## config.mk

```make
export PLATFORM = sky130hd
export DESIGN_NAME = srm_pin_router
export DESIGN_NICKNAME = d
export VERILOG_FILES = /design/src/rtl/srm_pkg.sv /design/src/rtl/srm_cfg_regs.sv /design/src/rtl/srm_pad_mux.sv /design/src/rtl/srm_sink_mux.sv /design/src/rtl/srm_pin_router.sv
export SDC_FILE = /design/constraint.sdc
export NUM_CORES = 1
export LEC_CHECK = 0
export BUFFER_PORTS_ARGS = -buffer_cell sky130_fd_sc_hd__buf_4
export CORE_UTILIZATION = 44
export DETAILED_ROUTE_END_ITERATION = 10
export HOLD_SLACK_MARGIN = 0.15
export PLACE_DENSITY = 0.58
export SYNTH_ARGS = -nofsm -noshare
export SYNTH_HDL_FRONTEND = slang
export SYNTH_HIERARCHICAL = 1
export SYNTH_SLANG_ARGS = --single-unit
```

## constraint.sdc

```tcl
create_clock -name clk -period 5.76 [get_ports clk]
set_clock_uncertainty 0.2 [all_clocks]
set_input_delay 0.864 -clock clk [delete_from_list [all_inputs] [get_ports clk]]
set_output_delay 0.864 -clock clk [all_outputs]
set_load 0.02 [all_outputs]
```

## src/rtl/srm_pkg.sv

```systemverilog
package srm_pkg;

    // Select codes shared by every routing field
    localparam int SEL_CONST0    = 0;
    localparam int SEL_CONST1    = 1;
    localparam int SEL_FIRST_SIG = 2;

    // Address regions of the configuration space
    typedef enum logic [2:0] {
        REG_PAD_DATA,
        REG_PAD_OE,
        REG_SINK,
        REG_PULLUP,
        REG_NONE
    } region_e;

endpackage

```

## src/rtl/srm_cfg_regs.sv

```systemverilog
module srm_cfg_regs
    import srm_pkg::*;
#(
    parameter int NUM_PADS = 20,
    parameter int NUM_SRC  = 16,
    parameter int NUM_SINK = 12,
    parameter int ADDR_W   = 6,
    parameter int DATA_W   = 20,
    parameter int PSEL_W   = 5,
    parameter int SSEL_W   = 6
) (
    input  logic                              clk,
    input  logic                              rst_n,
    input  logic                              cfg_we,
    input  logic [ADDR_W-1:0]                 cfg_addr,
    input  logic [DATA_W-1:0]                 cfg_wdata,
    output logic [NUM_PADS-1:0][PSEL_W-1:0]   pad_dsel,
    output logic [NUM_PADS-1:0][PSEL_W-1:0]   pad_osel,
    output logic [NUM_SINK-1:0][SSEL_W-1:0]   sink_sel,
    output logic [NUM_PADS-1:0]               pullup_en
);

    localparam int OE_BASE     = NUM_PADS;
    localparam int SINK_BASE   = 2 * NUM_PADS;
    localparam int PULLUP_ADDR = SINK_BASE + NUM_SINK;

    region_e           region;
    logic [ADDR_W-1:0] offset;

    // Address decode: split the address into a region and an index inside it
    always_comb begin
        region = REG_NONE;
        offset = '0;
        if (int'(cfg_addr) < OE_BASE) begin
            region = REG_PAD_DATA;
            offset = cfg_addr;
        end else if (int'(cfg_addr) < SINK_BASE) begin
            region = REG_PAD_OE;
            offset = cfg_addr - ADDR_W'(OE_BASE);
        end else if (int'(cfg_addr) < PULLUP_ADDR) begin
            region = REG_SINK;
            offset = cfg_addr - ADDR_W'(SINK_BASE);
        end else if (int'(cfg_addr) == PULLUP_ADDR) begin
            region = REG_PULLUP;
        end
    end

    logic wr_dat, wr_oe, wr_sink, wr_pull;
    assign wr_dat  = cfg_we && (region == REG_PAD_DATA);
    assign wr_oe   = cfg_we && (region == REG_PAD_OE);
    assign wr_sink = cfg_we && (region == REG_SINK);
    assign wr_pull = cfg_we && (region == REG_PULLUP);

    always_ff @(posedge clk or negedge rst_n) begin
        if (!rst_n) begin
            pad_dsel <= '0;
            pad_osel <= '0;
        end else begin
            for (int p = 0; p < NUM_PADS; p++) begin
                if (wr_dat && offset == ADDR_W'(p))
                    pad_dsel[p] <= cfg_wdata[PSEL_W-1:0];
                if (wr_oe && offset == ADDR_W'(p))
                    pad_osel[p] <= cfg_wdata[PSEL_W-1:0];
            end
        end
    end

    always_ff @(posedge clk or negedge rst_n) begin
        if (!rst_n) begin
            sink_sel <= '0;
        end else begin
            for (int s = 0; s < NUM_SINK; s++) begin
                if (wr_sink && offset == ADDR_W'(s))
                    sink_sel[s] <= cfg_wdata[SSEL_W-1:0];
            end
        end
    end

    always_ff @(posedge clk or negedge rst_n) begin
        if (!rst_n)
            pullup_en <= '1;
        else if (wr_pull)
            pullup_en <= cfg_wdata[NUM_PADS-1:0];
    end

    // a pull-up write lands on the next edge
    a_r6_pullup_write: assert property (@(posedge clk) disable iff (!rst_n)
        (cfg_we && cfg_addr == ADDR_W'(PULLUP_ADDR))
        |=> pullup_en == $past(cfg_wdata[NUM_PADS-1:0]));

    // idle cycles leave every configuration field untouched
    a_r8_idle_holds: assert property (@(posedge clk) disable iff (!rst_n)
        !cfg_we |=> ($stable(pullup_en) && $stable(pad_dsel)
                     && $stable(pad_osel) && $stable(sink_sel)));

    // unmapped addresses change nothing
    a_r8_unmapped_holds: assert property (@(posedge clk) disable iff (!rst_n)
        (int'(cfg_addr) > PULLUP_ADDR) |=> ($stable(pullup_en) && $stable(pad_dsel)
                     && $stable(pad_osel) && $stable(sink_sel)));

endmodule

```

## src/rtl/srm_pad_mux.sv

```systemverilog
module srm_pad_mux
    import srm_pkg::*;
#(
    parameter int NUM_PADS = 20,
    parameter int NUM_SRC  = 16,
    parameter int PSEL_W   = 5
) (
    input  logic                            clk,
    input  logic                            rst_n,
    input  logic [NUM_PADS-1:0][PSEL_W-1:0] pad_dsel,
    input  logic [NUM_PADS-1:0][PSEL_W-1:0] pad_osel,
    input  logic [NUM_SRC-1:0]              periph_out,
    output logic [NUM_PADS-1:0]             pad_out,
    output logic [NUM_PADS-1:0]             pad_oe
);

    localparam int LAST_CODE = SEL_FIRST_SIG + NUM_SRC - 1;

    // Pick one bit by select code: constants first, then sources; undefined codes give 0
    function automatic logic pick(input logic [PSEL_W-1:0] sel,
                                  input logic [NUM_SRC-1:0] src);
        logic r;
        r = 1'b0;
        if (sel == PSEL_W'(SEL_CONST1))
            r = 1'b1;
        for (int k = 0; k < NUM_SRC; k++) begin
            if (sel == PSEL_W'(SEL_FIRST_SIG + k))
                r = src[k];
        end
        return r;
    endfunction

    logic [NUM_PADS-1:0] out_nxt, oe_nxt;

    for (genvar g = 0; g < NUM_PADS; g++) begin : g_pad
        assign out_nxt[g] = pick(pad_dsel[g], periph_out);
        assign oe_nxt[g]  = pick(pad_osel[g], periph_out);

        // an enable select of constant 0 leaves the pad tri-stated
        a_r3_oe_low_tristate: assert property (@(posedge clk) disable iff (!rst_n)
            pad_osel[g] == PSEL_W'(SEL_CONST0) |=> !pad_oe[g]);

        // constant 1 drives the pad high
        a_r2_const_one_high: assert property (@(posedge clk) disable iff (!rst_n)
            pad_dsel[g] == PSEL_W'(SEL_CONST1) |=> pad_out[g]);

        // first source code follows periph_out[0] one edge later
        a_r2_first_source: assert property (@(posedge clk) disable iff (!rst_n)
            pad_dsel[g] == PSEL_W'(SEL_FIRST_SIG) |=> pad_out[g] == $past(periph_out[0]));

        // codes past the last source give constant 0
        a_r7_pad_range_low: assert property (@(posedge clk) disable iff (!rst_n)
            pad_dsel[g] > PSEL_W'(LAST_CODE) |=> !pad_out[g]);
    end

    always_ff @(posedge clk or negedge rst_n) begin
        if (!rst_n) begin
            pad_out <= '0;
            pad_oe  <= '0;
        end else begin
            pad_out <= out_nxt;
            pad_oe  <= oe_nxt;
        end
    end

endmodule

```

## src/rtl/srm_sink_mux.sv

```systemverilog
module srm_sink_mux
    import srm_pkg::*;
#(
    parameter int NUM_PADS = 20,
    parameter int NUM_SRC  = 16,
    parameter int NUM_SINK = 12,
    parameter int SSEL_W   = 6
) (
    input  logic                            clk,
    input  logic                            rst_n,
    input  logic [NUM_SINK-1:0][SSEL_W-1:0] sink_sel,
    input  logic [NUM_PADS-1:0]             pad_in,
    input  logic [NUM_SRC-1:0]              periph_out,
    output logic [NUM_SINK-1:0]             periph_in
);

    localparam int NCAND     = NUM_PADS + NUM_SRC;
    localparam int LAST_CODE = SEL_FIRST_SIG + NCAND - 1;

    // Candidates: pads first, internal outputs after them
    logic [NCAND-1:0] cand;
    assign cand = {periph_out, pad_in};

    function automatic logic pick(input logic [SSEL_W-1:0] sel,
                                  input logic [NCAND-1:0] c);
        logic r;
        r = 1'b0;
        if (sel == SSEL_W'(SEL_CONST1))
            r = 1'b1;
        for (int k = 0; k < NCAND; k++) begin
            if (sel == SSEL_W'(SEL_FIRST_SIG + k))
                r = c[k];
        end
        return r;
    endfunction

    logic [NUM_SINK-1:0] in_nxt;

    for (genvar g = 0; g < NUM_SINK; g++) begin : g_sink
        assign in_nxt[g] = pick(sink_sel[g], cand);

        // first pad code follows pad 1 one edge later
        a_r4_pad_one_routed: assert property (@(posedge clk) disable iff (!rst_n)
            sink_sel[g] == SSEL_W'(SEL_FIRST_SIG) |=> periph_in[g] == $past(pad_in[0]));

        // first internal code follows periph_out[0] one edge later
        a_r4_internal_routed: assert property (@(posedge clk) disable iff (!rst_n)
            sink_sel[g] == SSEL_W'(SEL_FIRST_SIG + NUM_PADS)
            |=> periph_in[g] == $past(periph_out[0]));

        // undefined codes give constant 0
        a_r7_sink_range_low: assert property (@(posedge clk) disable iff (!rst_n)
            sink_sel[g] > SSEL_W'(LAST_CODE) |=> !periph_in[g]);
    end

    always_ff @(posedge clk or negedge rst_n) begin
        if (!rst_n)
            periph_in <= '0;
        else
            periph_in <= in_nxt;
    end

endmodule

```

## src/rtl/srm_pin_router.sv

```systemverilog
module srm_pin_router
    import srm_pkg::*;
#(
    parameter int NUM_PADS = 20,
    parameter int NUM_SRC  = 16,
    parameter int NUM_SINK = 12,
    localparam int PSEL_W  = $clog2(SEL_FIRST_SIG + NUM_SRC),
    localparam int SSEL_W  = $clog2(SEL_FIRST_SIG + NUM_PADS + NUM_SRC),
    localparam int ADDR_W  = $clog2(2 * NUM_PADS + NUM_SINK + 1),
    localparam int DATA_W  = (NUM_PADS > SSEL_W) ? NUM_PADS : SSEL_W
) (
    input  logic                clk,
    input  logic                rst_n,
    input  logic                cfg_we,
    input  logic [ADDR_W-1:0]   cfg_addr,
    input  logic [DATA_W-1:0]   cfg_wdata,
    input  logic [NUM_SRC-1:0]  periph_out,
    input  logic [NUM_PADS-1:0] pad_in,
    output logic [NUM_SINK-1:0] periph_in,
    output logic [NUM_PADS-1:0] pad_out,
    output logic [NUM_PADS-1:0] pad_oe,
    output logic [NUM_PADS-1:0] pad_pullup_en
);

    logic [NUM_PADS-1:0][PSEL_W-1:0] pad_dsel;
    logic [NUM_PADS-1:0][PSEL_W-1:0] pad_osel;
    logic [NUM_SINK-1:0][SSEL_W-1:0] sink_sel;

    srm_cfg_regs #(
        .NUM_PADS (NUM_PADS),
        .NUM_SRC  (NUM_SRC),
        .NUM_SINK (NUM_SINK),
        .ADDR_W   (ADDR_W),
        .DATA_W   (DATA_W),
        .PSEL_W   (PSEL_W),
        .SSEL_W   (SSEL_W)
    ) u_cfg (
        .clk       (clk),
        .rst_n     (rst_n),
        .cfg_we    (cfg_we),
        .cfg_addr  (cfg_addr),
        .cfg_wdata (cfg_wdata),
        .pad_dsel  (pad_dsel),
        .pad_osel  (pad_osel),
        .sink_sel  (sink_sel),
        .pullup_en (pad_pullup_en)
    );

    srm_pad_mux #(
        .NUM_PADS (NUM_PADS),
        .NUM_SRC  (NUM_SRC),
        .PSEL_W   (PSEL_W)
    ) u_pad (
        .clk        (clk),
        .rst_n      (rst_n),
        .pad_dsel   (pad_dsel),
        .pad_osel   (pad_osel),
        .periph_out (periph_out),
        .pad_out    (pad_out),
        .pad_oe     (pad_oe)
    );

    srm_sink_mux #(
        .NUM_PADS (NUM_PADS),
        .NUM_SRC  (NUM_SRC),
        .NUM_SINK (NUM_SINK),
        .SSEL_W   (SSEL_W)
    ) u_sink (
        .clk        (clk),
        .rst_n      (rst_n),
        .sink_sel   (sink_sel),
        .pad_in     (pad_in),
        .periph_out (periph_out),
        .periph_in  (periph_in)
    );

    // reset leaves pads undriven and pull-ups on
    a_r1_reset_state: assert property (@(posedge clk) disable iff (!rst_n)
        $rose(rst_n) |-> (pad_oe == '0 && pad_out == '0 && pad_pullup_en == '1));

endmodule

```

## After elaboration in Yosys (flattened, before gate mapping)

Index checks and enable logic that the tools add are counted.

- Input bits: 65
- Output and inout bits: 72
- Flip-flop bits (word level): 344

- Reductions and logical operators: 58
- Order comparisons: 3
- Muxes and demuxes: 1,131
- Add/subtract/negate cells: 2
- Equal/unequal tests: 1,147

Operator list:

| operator | count |
|---|---|
| 5-bit by 4-bit == test with 1-bit output (second input constant) | 320 |
| 6-bit by 5-bit == test with 1-bit output (second input constant) | 197 |
| 1-bit two-way mux | 1,124 |
| 5-bit by 3-bit == test with 1-bit output (second input constant) | 160 |
| 6-bit by 4-bit == test with 1-bit output (second input constant) | 104 |
| 6-bit == test (second input constant) | 72 |
| 5-bit by 2-bit == test with 1-bit output (second input constant) | 80 |
| 5-bit == test (second input constant) | 80 |
| 6-bit by 3-bit == test with 1-bit output (second input constant) | 52 |
| 5-bit by 1-bit == test with 1-bit output (second input constant) | 40 |
| 6-bit by 2-bit == test with 1-bit output (second input constant) | 26 |
| 6-bit by 1-bit == test with 1-bit output (second input constant) | 13 |
| 1-bit logical AND | 56 |
| 6-bit two-way mux | 3 |
| 6-bit less-than comparator (second input constant) | 2 |
| 3-bit two-way mux | 4 |
| 3-bit by 2-bit == test with 1-bit output (second input constant) | 2 |
| 6-bit logical NOT | 1 |
| 6-bit by 5-bit less-than comparator with 1-bit output (second input constant) | 1 |
| 6-bit by 5-bit subtractor with 6-bit output (second input constant) | 1 |
| 6-bit subtractor (second input constant) | 1 |
| 3-bit by 1-bit == test with 1-bit output (second input constant) | 1 |
| 3-bit logical NOT | 1 |

## Longest topological paths before layout

- Depth in word-level cells: 38
- Gate-level depth with buffers: 11
- Gate-level depth less buffers: 7

## Hierarchy

The synthesis kept the hierarchy.

By module, submodules not included:

| module | sequential area each (um^2) | instances | cells an instance | area an instance (um^2) |
|---|---|---|---|---|
| srm_cfg_regs | 7,332.0 | 1 | 763 | 12,219.2 |
| srm_pad_mux | 1,001.0 | 1 | 1,421 | 9,629.2 |
| srm_sink_mux | 300.3 | 1 | 1,174 | 7,400.8 |

## Worst setup path after synthesis

OpenSTA, ideal clock, no wires.

- Kind: input port to flip-flop
- Start: in cfg_addr[3]
- End: reg u_cfg/pad_osel[40] (netlist name)
- Path buffers: 3
- Stages: 9
- Data required time: 5.435 ns
- Path slack: 2.367 ns
- Data arrival time: 3.068 ns
- Path through: buf_6 -> inv_1 -> ha_1 -> o32a_1 -> o221a_2 -> buf_6 -> or4_4 -> buf_6 -> mux2_4

- Longest elaborated chain between the ends: 8
- Elaborated cells between the ends (all ways): 17
- Those cells by class: add/sub: 2; order compare: 3; eq/ne: 3; mux: 7; reduce/logical: 2

Ends and longest elaborated chain:

| item | RTL line | source |
|---|---|---|
| start, declared | srm_pin_router.sv:15 | `input logic [ADDR_W-1:0] cfg_addr,` |
| branches (longest 7 deep; another with 6-bit subtractor) | -- |  |
| 1-bit logical AND * | srm_cfg_regs.sv:62 | `if (wr_oe && offset == ADDR_W'(p))` |
| end signal, assigned by index | srm_cfg_regs.sv:63 | `pad_osel[p] <= cfg_wdata[PSEL_W-1:0];` |
| end, declared | srm_cfg_regs.sv:18 | `output logic [NUM_PADS-1:0][PSEL_W-1:0] pad_osel,` |

Every way passes the cells marked *.
A chain may end at the register's enable or synchronous reset.

## Worst setup path in the final report

- Start: in cfg_addr[3]
- End: reg u_cfg/pad_dsel[31] (netlist name)

- Longest elaborated chain between the ends: 8
- Elaborated cells between the ends (all ways): 17
- Those cells by class: add/sub: 2; order compare: 3; eq/ne: 2; mux: 7; reduce/logical: 3

Ends and longest elaborated chain:

| item | RTL line | source |
|---|---|---|
| branches (longest 7 deep; another with 6-bit subtractor) | -- |  |
| 1-bit logical AND * | srm_cfg_regs.sv:60 | `if (wr_dat && offset == ADDR_W'(p))` |
| end signal, assigned by index | srm_cfg_regs.sv:61 | `pad_dsel[p] <= cfg_wdata[PSEL_W-1:0];` |
| end, declared | srm_cfg_regs.sv:17 | `output logic [NUM_PADS-1:0][PSEL_W-1:0] pad_dsel,` |

Marked as above.

==> flow_summary.json <==
{
  "syn-num-nets": 3428,
  "path_cells": "buf_4 -> inv_1 -> ha_1 -> nand3b_1 -> nand3b_1 -> nor3_1 -> mux2_2",
  "grtUsageMet1_pct": 40.2,
  "hold_violations": 0,
  "io_pins": 137,
  "synthMostInstantiatedCell": "dfrtp_1",
  "timing.fmax_mhz": 261,
  "antenna_found_initial": 0,
  "fin_util_pct": 47.8,
  "placed_area_um2": 30000,
  "cp.required_ns": 6.01,
  "fin_setup_tns_ns": 0,
  "initial_utilization_pct": 44.5,
  "finalSetupViolCount": 0,
  "finalCritPeriodShare_pct": 66.4,
  "post_synth_num_cell_types": 103,
  "drv_slew": 0,
  "first_global_vias": 25709,
  "async_flop_share_pct": 100,
  "maxCapViolCount": 0,
  "crit_arrival_ns": 4.07,
  "final_nets": 3271,
  "yosysWarnings": 6,
  "cts_htree_levels": 2,
  "gr-usage-met2_pct": 50.4,
  "dr.pass1.iters": 6,
  "syn-mean-instance-area_um2": 8.71,
  "cts_setup_buffers": 0,
  "insertedDiodeCount": 0,
  "ctsRootBufferMaster": "clkbuf_16",
  "path_clk_slew_ns": 0.06,
  "hpwl_um": 62900,
  "drt-total-wl_um": 109000,
  "critical_path_class": "primary input to register",
  "fin_area_um2": 31500,
  "synthTopCellsByCount": "dfrtp_1, mux2_2, clkbuf_1",
  "postCtsResizedCells": 0,
  "routedWlPerCell_um": 26.6,
  "slew_headroom_pct": 21.9,
  "via_per_inst": 6.84,
  "cts_max_path_buffers": 3,
  "cts_tree": "built",
  "synth_area_um2": 29200,
  "vias": 28042,
  "vdd_drop_max_uv": 244,
  "cts_buffers": 43,
  "design.core.area_um2": 65700,
  "hp-class": "primary input to register",
  "p_per_area_nw_per_um2": 285,
  "postRouteAntennaNets": 0,
  "seq_area_frac_synth_pct": 29.5,
  "crit_family": "simple AND/OR/NAND/NOR gates",
  "startpoint_type": "primary input",
  "synth_top_area_share_pct": 27.7,
  "ys_seq_elements": 344,
  "crit_path_max_incr_delay_ns": 0.91,
  "synth_area_leaders": "dfrtp_1, mux2_2, mux2i_1, a21oi_1, o21ai_0",
  "worst_path_max_delay_cell": "nor3_1",
  "synth_edf_count": 0,
  "grt_max_degree": 108,
  "synthCells": 3358,
  "rows": 94,
  "cp-end-kind": "register",
  "synth-main-ff-cell": "dfrtp_1",
  "worst-slew-pin-transition_ns": 1.17,
  "cts_sinks": 344,
  "worst-path-buf-inv": 2,
  "drc": 0,
  "grt_busiest_layer": "met2",
  "fp.dieW_um": 260,
  "fin_ws_ns": 1.93,
  "clkLatencyLatePin_ns": 0.58,
  "grtUsageMet3_pct": 4.80,
  "dr.first_iter.drc_count": 3951,
  "areaGrowthSynthToFinish_pct": 7.54,
  "grt-ovfl-total": 0,
  "place_ws_ns": 1.47,
  "rsz0062_at_grt": "no",
  "gp_congestion": 0.909,
  "p_leak_nw": 12.1,
  "period_needed_ns": 3.83,
  "layout-drive-gt1-share_pct": 20.8,
  "die-area_um2": 67500,
  "crit_top_cell": "nand3b_1",
  "grt_use_total_pct": 31.0,
  "io_buffers": 136,
  "die_h_um": 260,
  "outcome": "finished clean",
  "yosys.area.top_type": "dfrtp_1",
  "crit_fanout": 14,
  "grt_pass1_wl_um": 162000
}
[flip-flops by register name, indices dropped and copies added (netlist names)]
register	flops
u_pad/pad_out	20
u_pad/pad_oe	20
u_sink/periph_in	12
u_cfg/pad_dsel	100
u_cfg/sink_sel	72
u_cfg/pad_osel	100
u_cfg/pullup_en	20
[cell families after synthesis]
logic type                 Yosys count  share of synthesized area (%)
adders and majority gates            5                          0.214
DFF                                344                           29.5
muxes                              479                           18.7
AOI/OAI and AO/OA                  989                           23.1
buffers and inverters              476                           6.96
and+or+nand+nor                   1063                           21.5
xor gates and xnor gates             2                         0.0599
[per-stage QoR]
stage / cells / hold slack [ns] / power, W
floorplan: 3358 / 0.274 / 0.00524
global placement: 4019 / 0.334 / 0.00605
detailed placement: 4019 / 0.343 / 0.00614
CTS: 4099 / 0.290 / 0.00898
global route: 4099 / 0.301 / 0.00940
finish: 4099 / 0.318 / 0.00898
[layer usage]
layer | up-vias | wire length, um
li1 | 12348 | -
met5 | - | 0
met4 | 0 | 5400
met2 | 1576 | 50600
met3 | 332 | 9460
met1 | 13786 | 43500
[cell type report]
cell class | instances | area [um^2]
clock inverter | 15 | 198
inverter | 105 | 394
multi-input combinational | 2538 | 18600
fill | 6118 | 34300
timing repair buffer | 169 | 1300
tap | 864 | 1080
clock buffer | 64 | 1250
sequential | 344 | 8630
[report_power, final]
| group | internal [W] | switching (W) | total (W) |
|---|---|---|---|
| Sequential | 0.00280 | 0.000727 | 0.00353 |
| Clock | 0.00168 | 0.00112 | 0.00280 |
| Combinational | 0.00122 | 0.00144 | 0.00265 |
[path summary, 6_finish.rpt]
path                       cells after the start                           start                              end  slack [ns]
max                                            7                     cfg_addr[3]   u_cfg/pad_dsel[31]$_DFFE_PN0P_        1.93
min                                            2                   cfg_wdata[13]  u_cfg/pullup_en[13]$_DFFE_PN1P_        0.32
max reg2reg                                    7  u_cfg/sink_sel[55]$_DFFE_PN0P_    u_sink/periph_in[9]$_DFF_PN0_        2.94
min reg2reg                                    1  u_cfg/pad_osel[74]$_DFFE_PN0P_   u_cfg/pad_osel[74]$_DFFE_PN0P_        0.34
max in group asynchronous                      3                           rst_n    u_sink/periph_in[7]$_DFF_PN0_        3.49
min in group asynchronous                      2                           rst_n   u_cfg/sink_sel[71]$_DFFE_PN0P_        0.61
[cells in the final DEF (no fill, tap or decap), drive strengths merged, types with 32 or more instances in the layout]
cell type and n:
o22ai 51, a211oi 39, buf 168, nand2b 79, a22oi 36, o21ai 210
inv 103, a31oi 69, mux2 324, nand3 56, nor3b 46, nand2 203
nor4 39, nor3 105, dfrtp 324, o211ai 40, nor4b 34, clkbuf 64
mux2i 145, nand3b 33, nor2 211, nor2b 84, a21oi 195, nor4bb 32
[timing repair]
| action | CTS | global route |
|---|---|---|
| endpoints found under the hold margin | 46 | 0 |
| setup endpoints to repair | 0 | 0 |
| hold buffers | 1 | 0 |
(Power assumes the default switching activity.)
